--- src/rtl/adc_deser_pkg.sv ---
package adc_deser_pkg;

  localparam int DEF_NUM_CH      = 8;
  localparam int DEF_SAMPLE_W    = 14;
  localparam int DEF_LOCK_FRAMES = 3;

  // Where, inside one bit-clock cycle, a frame edge was seen.
  typedef enum logic [1:0] {
    EDGE_NONE  = 2'd0,
    EDGE_EARLY = 2'd1,   // on the rising-edge bit
    EDGE_LATE  = 2'd2    // on the falling-edge bit
  } edge_slot_e;

  // Per-cycle command from the aligner to every channel's word builder.
  typedef struct packed {
    logic take;   // a sample completed and may be published
    logic late;   // it completed on the falling-edge bit of the pair
  } slot_ctrl_t;

endpackage

--- src/rtl/ddr_pair_capture.sv ---
// Samples a bus on both clock edges and hands the two bits of each cycle
// over as an aligned pair on the rising edge.
module ddr_pair_capture #(
  parameter int W = 17
) (
  input  logic         clk,
  input  logic         rst,
  input  logic [W-1:0] din,
  output logic [W-1:0] early_q,
  output logic [W-1:0] late_q
);

  logic [W-1:0] rise_q;
  logic [W-1:0] fall_q;

  always_ff @(posedge clk) begin
    if (rst) rise_q <= '0;
    else     rise_q <= din;
  end

  always_ff @(negedge clk) begin
    if (rst) fall_q <= '0;
    else     fall_q <= din;
  end

  // rise_q holds the bit taken half a cycle before fall_q
  always_ff @(posedge clk) begin
    if (rst) begin
      early_q <= '0;
      late_q  <= '0;
    end else begin
      early_q <= rise_q;
      late_q  <= fall_q;
    end
  end

endmodule

--- src/rtl/frame_aligner.sv ---
// Tracks frame position two bits per cycle, compares frame edges with the
// prediction, and maintains the lock state and the output strobe.
module frame_aligner
  import adc_deser_pkg::*;
#(
  parameter int SAMPLE_W    = DEF_SAMPLE_W,
  parameter int LOCK_FRAMES = DEF_LOCK_FRAMES
) (
  input  logic       clk,
  input  logic       rst,
  input  logic       frm_early,
  input  logic       frm_late,
  output slot_ctrl_t ctrl,
  output logic       lock_q,
  output logic       valid_q
);

  localparam int BPL        = SAMPLE_W / 2;
  localparam int FRAME_BITS = 2 * BPL;
  localparam int CW         = $clog2(FRAME_BITS);
  localparam int MW         = $clog2(LOCK_FRAMES + 1);
  localparam logic [CW-1:0] POS_LAST = CW'(FRAME_BITS - 1);
  localparam logic [CW-1:0] POS_MID  = CW'(BPL - 1);
  localparam logic [MW-1:0] MATCH_MAX = MW'(LOCK_FRAMES);

  logic          frm_prev_q;
  logic          seen_q;
  logic [CW-1:0] cnt_q;
  logic [MW-1:0] match_q;

  edge_slot_e    slot;
  logic [CW-1:0] pos_e, pos_l, cnt_n;
  logic          predicted, hit, miss, done_e, done_l;

  always_comb begin
    if (!frm_prev_q && frm_early)      slot = EDGE_EARLY;
    else if (!frm_early && frm_late)   slot = EDGE_LATE;
    else                               slot = EDGE_NONE;

    unique case (slot)
      EDGE_EARLY: pos_e = '0;
      EDGE_LATE:  pos_e = POS_LAST;
      default:    pos_e = cnt_q;
    endcase
    pos_l = (pos_e == POS_LAST) ? '0 : pos_e + 1'b1;
    cnt_n = (pos_l == POS_LAST) ? '0 : pos_l + 1'b1;

    predicted = seen_q && ((slot == EDGE_EARLY) ? (cnt_q == '0) : (cnt_q == POS_LAST));
    hit  = (slot != EDGE_NONE) &&  predicted;
    miss = (slot != EDGE_NONE) && !predicted;

    done_e = (pos_e == POS_MID) || (pos_e == POS_LAST);
    done_l = (pos_l == POS_MID) || (pos_l == POS_LAST);

    ctrl.take = (done_e || done_l) && lock_q && !miss;
    ctrl.late = done_l;
  end

  always_ff @(posedge clk) begin
    if (rst) begin
      frm_prev_q <= 1'b0;
      seen_q     <= 1'b0;
      cnt_q      <= '0;
      match_q    <= '0;
      lock_q     <= 1'b0;
      valid_q    <= 1'b0;
    end else begin
      frm_prev_q <= frm_late;
      cnt_q      <= cnt_n;
      valid_q    <= ctrl.take;
      if (slot != EDGE_NONE) seen_q <= 1'b1;
      if (miss) begin
        match_q <= '0;
        lock_q  <= 1'b0;
      end else if (hit) begin
        if (match_q != MATCH_MAX) match_q <= match_q + 1'b1;
        if (match_q >= MATCH_MAX - 1'b1) lock_q <= 1'b1;
      end
    end
  end

endmodule

--- src/rtl/lane_word_builder.sv ---
// Keeps a short history of one channel's two lanes and, on command,
// interleaves the last seven bits of each lane into a full sample.
module lane_word_builder
  import adc_deser_pkg::*;
#(
  parameter int SAMPLE_W = DEF_SAMPLE_W
) (
  input  logic                clk,
  input  logic                rst,
  input  logic                a_early,
  input  logic                a_late,
  input  logic                b_early,
  input  logic                b_late,
  input  slot_ctrl_t          ctrl,
  output logic [SAMPLE_W-1:0] word_q
);

  localparam int BPL = SAMPLE_W / 2;

  logic [BPL-2:0]    hist_a_q, hist_b_q;
  logic [BPL:0]      win_a, win_b;
  logic [BPL-1:0]    sel_a, sel_b;
  logic [SAMPLE_W-1:0] word_n;

  assign win_a = {hist_a_q, a_early, a_late};
  assign win_b = {hist_b_q, b_early, b_late};
  assign sel_a = ctrl.late ? win_a[BPL-1:0] : win_a[BPL:1];
  assign sel_b = ctrl.late ? win_b[BPL-1:0] : win_b[BPL:1];

  // oldest lane bit is sel[BPL-1]; it lands on the two top sample bits
  always_comb begin
    for (int k = 0; k < BPL; k++) begin
      word_n[SAMPLE_W-1-2*k] = sel_b[BPL-1-k];
      word_n[SAMPLE_W-2-2*k] = sel_a[BPL-1-k];
    end
  end

  always_ff @(posedge clk) begin
    if (rst) begin
      hist_a_q <= '0;
      hist_b_q <= '0;
      word_q   <= '0;
    end else begin
      hist_a_q <= win_a[BPL-2:0];
      hist_b_q <= win_b[BPL-2:0];
      if (ctrl.take) word_q <= word_n;
    end
  end

endmodule

--- src/rtl/adc_lvds_deser.sv ---
module adc_lvds_deser
  import adc_deser_pkg::*;
#(
  parameter int NUM_CH      = DEF_NUM_CH,
  parameter int SAMPLE_W    = DEF_SAMPLE_W,
  parameter int LOCK_FRAMES = DEF_LOCK_FRAMES
) (
  input  logic                       bit_clk,
  input  logic                       rst,
  input  logic                       frame_in,
  input  logic [NUM_CH-1:0]          lane_a,
  input  logic [NUM_CH-1:0]          lane_b,
  output logic                       lock,
  output logic                       out_valid,
  output logic [NUM_CH*SAMPLE_W-1:0] out_data
);

  localparam int CAP_W = 2 * NUM_CH + 1;

  logic [CAP_W-1:0] cap_e, cap_l;
  slot_ctrl_t       ctrl;

  // bus order: {frame, lane_b, lane_a}
  ddr_pair_capture #(.W(CAP_W)) u_cap (
    .clk     (bit_clk),
    .rst     (rst),
    .din     ({frame_in, lane_b, lane_a}),
    .early_q (cap_e),
    .late_q  (cap_l)
  );

  frame_aligner #(.SAMPLE_W(SAMPLE_W), .LOCK_FRAMES(LOCK_FRAMES)) u_align (
    .clk       (bit_clk),
    .rst       (rst),
    .frm_early (cap_e[CAP_W-1]),
    .frm_late  (cap_l[CAP_W-1]),
    .ctrl      (ctrl),
    .lock_q    (lock),
    .valid_q   (out_valid)
  );

  for (genvar c = 0; c < NUM_CH; c++) begin : g_ch
    lane_word_builder #(.SAMPLE_W(SAMPLE_W)) u_bld (
      .clk     (bit_clk),
      .rst     (rst),
      .a_early (cap_e[c]),
      .a_late  (cap_l[c]),
      .b_early (cap_e[NUM_CH+c]),
      .b_late  (cap_l[NUM_CH+c]),
      .ctrl    (ctrl),
      .word_q  (out_data[c*SAMPLE_W +: SAMPLE_W])
    );
  end

endmodule

--- config.mk ---
export PLATFORM = sky130hd
export DESIGN_NAME = adc_lvds_deser
export DESIGN_NICKNAME = d
export VERILOG_FILES = /design/src/rtl/adc_deser_pkg.sv /design/src/rtl/ddr_pair_capture.sv /design/src/rtl/frame_aligner.sv /design/src/rtl/lane_word_builder.sv /design/src/rtl/adc_lvds_deser.sv
export SDC_FILE = /design/constraint.sdc
export NUM_CORES = 1
export LEC_CHECK = 0
export ABC_AREA = 1
export ABC_CLOCK_PERIOD_IN_PS = 1480
export BUFFER_PORTS_ARGS = -buffer_cell sky130_fd_sc_hd__buf_2
export CAP_MARGIN = 0
export CORE_MARGIN = 2
export CORE_UTILIZATION = 52
export DETAILED_ROUTE_END_ITERATION = 16
export GPL_ROUTABILITY_DRIVEN = 0
export HOLD_SLACK_MARGIN = 0.08
export PLACE_DENSITY = 0.72
export SKIP_LAST_GASP = 1
export SYNTH_ARGS = -nofsm -noshare
export SYNTH_HDL_FRONTEND = slang
export SYNTH_SLANG_ARGS = --single-unit
--- constraint.sdc ---
create_clock -name bit_clk -period 1.48 [get_ports bit_clk]
set_input_delay 0 -clock bit_clk [delete_from_list [all_inputs] [get_ports bit_clk]]
set_output_delay 0 -clock bit_clk [all_outputs]
set_load 0.02 [all_outputs]
==> results.cfg <==
[layout]
n_fill_cell = 1666
post-route-util_pct = 68.3
areaGrowthSynthToFinish_pct = 28.3
n_antenna_cell = 0
final_nets = 1767
layout-drive-gt1-share_pct = 16.1
ff_latch_area_mm2 = 0.00573
multi_input_area_mm2 = 0.00383

[yosys]
synth.distinct_cells = 25
yosysWarningCount = 0
synth-seq-area-share_pct = 53.0
syn_area_mm2 = 0.0108
synthCells = 1554
syn-num-nets = 1575
postSynthAreaPerCell_um2 = 6.95
yosys_register_bits = 286

[detailed_routing]
wl_um = 24000
drtIter0Drc = 458
routedWlPerCell_um = 11.8
first_pass_iters = 5
remaining_drc_errors = 0
vias = 9218
drtAntennaViolNets = 0
vias_per_cell = 4.52

[setup_path]
crit_arrival_ps = 2260
critical-path-max-stage-delay_ps = 320
critPathTopFamily = simple AND/OR/NAND/NOR gates
crit_start = u_align.frm_prev_q
start_kind = flip-flop
crit_path_end_kind = flip-flop
worstPathRequired_ps = 1910
path_class = reg -> reg
crit-reg2reg-launch = u_align.frm_prev_q
path_cells = inv_2 > nand2_4 > buf_6 > nand4_1 > nor2_2 > nor2_2 > nand3_4 > nand2_8 > buf_12 > clkbuf_16 > nor2_1 > nor2_1
cp_slowest_cell = dfxtp_2
crit_fanout = 7
cp.buffers_inverters = 4

[timing]
worst_slack_ps = -353
rsz0062_at_grt = yes
final-setup-viol-count = 118
post-route-period-util_pct = 124
tns_ps = -31520
fin_skew_ps = 59.5
tightestPinTransition_ps = 306
final-hold-violation-count = 0
timing.fmax_ghz = 0.545
slew_headroom_pct = 79.4
slew_violations = 0
finalCriticalPeriod_ps = 1830

[pwr]
intPower_mw = 12.9
p_leak_nw = 7.26
worst_ir_drop_vdd_v = 0.00104
p_switching_mw = 3.62
sw_frac_of_total_pct = 21.9
power_density_mw_per_mm2 = 1190
share_comb_of_total_power_pct = 5.2
power_frac_seq_pct = 47.8
clkPwrFrac_pct = 47.0

[clock_network]
h-tree-depth = 1
cts-buffers-inserted = 29
cts.sinks = 286
clk_path_buf_depth = 3
clock_latency_ps = 590
cts_tree = done
clkSlewWorstSetupHoldPaths_ps = 60
root_buffer = clkbuf_16

[floorplan]
core-area_mm2 = 0.0203
die_y_um = 148
dieWidth_um = 148
initial_utilization_pct = 53.2
fp-row-count = 52
dieArea_mm2 = 0.0219
io-pin-count = 133

[status]
status = finished, violations left
violations = setup timing

[placement]
io_buffers = 132
dp_hpwl_um = 14100

[min_path]
min-delay-start = u_cap.rise_q[16]
hold_path.class = reg -> reg

[global_route]
grt_pass1_wl_um = 37200
met3_usage_pct = 2.82
track_usage_pct = 20.0
antenna_found_initial = 0
grt_overflow_total = 0
grt-busiest-layer = met2
grtUsageMet1_pct = 25.3
grt_pass1_vias = 8384
grt_max_degree = 73
use_met2_pct = 35.7

[run]
cap_viol_max_count = 0
-- worst paths after layout --
kind,slack (ps),endpoint,cells after the start
setup / recovery,-350,g_ch[5].u_bld.word_q[1],12
hold / removal,400,u_cap.early_q[16],2
setup reg to reg,-350,g_ch[5].u_bld.word_q[1],12
hold reg to reg,400,u_cap.early_q[16],2
-- cells in the mapped netlist --
master	n	area, um2
nand3_4	1	17.5
buf_2	35	175
dfxtp_1	286	5730
nand3_1	38	190
nand2_2	3	18.8
o211ai_1	1	7.51
o21ai_1	8	40.0
nand2_4	1	11.3
o21ai_0	76	380
nand4_2	1	12.5
o21bai_1	1	7.51
ha_1	2	25.0
nor3_1	2	10.0
nor2_1	380	1430
nand3b_1	1	7.51
buf_4	7	52.6
inv_1	273	1020
buf_6	1	11.3
a21oi_1	6	30.0
nand4_1	1	6.26
nand2_1	386	1450
nor3b_1	1	7.51
clkbuf_1	37	139
nand3_2	1	10.0
inv_2	5	18.8
-- state kept, by name, summed over array words and instances (netlist names), 2 cells and up --
signal and flops:
g_ch.u_bld.word_q 112, g_ch.u_bld.hist_a_q 48, g_ch.u_bld.hist_b_q 48, u_cap.early_q 17
u_cap.fall_q 17, u_cap.late_q 17, u_cap.rise_q 17, u_align.cnt_q 4
u_align.match_q 2
-- through the flow --
step	instances	worst slack [ps]	total power [mW]	cell area (um2)	hold slack (ps)
after floorplan	1554	-56.9	8.61	10900	116
after global placement	1916	-238	8.83	11900	223
after detailed placement	1916	-258	8.84	11900	227
after CTS	2021	-266	16.6	13400	400
after global routing	2039	-472	17.2	13900	417
final	2039	-353	16.6	13900	397
-- worst register-to-register path, stage by stage, from the launching register on --
cell and delay [ps]:
dfxtp_2 320, inv_2 40, nand2_4 100, buf_6 110, nand4_1 130, nor2_2 210, nor2_2 80, nand3_4 90
nand2_8 120, buf_12 180, clkbuf_16 160, nor2_1 130, nor2_1 60
-- area by class of cell --
class                      count  share of cell area (%)
tap                          270                    2.44
inverter                     277                    7.52
clock inverter                33                    1.97
timing repair buffer         225                    13.3
sequential                   286                    41.3
multi-input combinational    910                    27.6
clock buffer                  38                    5.80
-- logic make-up after synthesis --
logic type,share of synthesized area (%)
AO/OA/AOI/OAI,4.31
adder cells (fa/ha/maj),0.232
buffers and inverters,13.2
flip-flops,53.0
AND/OR/NAND/NOR,29.3
-- timing repair --
action,in CTS,in global routing
setup endpoints to repair,113,117
hold buffers,35,0
pin swaps,0,1
buffers inserted,0,6
hold endpoints to repair,73,0
gates cloned,0,12
resized for setup,2,47
-- per-layer routing --
layer  routed length (um)  part of all wire, %  vias up
li1                     -                    -     4880
met2                11800                   49      162
met4                  554                  2.3        0
met3                  899                  3.7       44
met5                    0                    0        -
met1                10700                   45     4132
-- power by group through the flow --
stage	sequential (mW)	clock, mW	combinational [mW]
after global routing	7.92	8.29	0.944
after detailed placement	8.08	0.0745	0.682
final	7.92	7.79	0.853
after CTS	7.91	7.92	0.759
after global placement	8.08	0.0745	0.674
after floorplan	8.07	0.0745	0.468
-- placed cells by master, fill, tap and decap left out, types with 8 or more instances in the layout --
cell type	count
buf_12	8
buf_2	131
buf_4	31
clkbuf_16	39
dfxtp_1	284
dlygate4sd3_1	35
inv_1	288
nand2_1	371
nand2_2	10
nand3_1	36
nor2_1	368
nor2_2	12
o21ai_0	75
o21ai_1	9
Power figures use the tool's default switching activity.
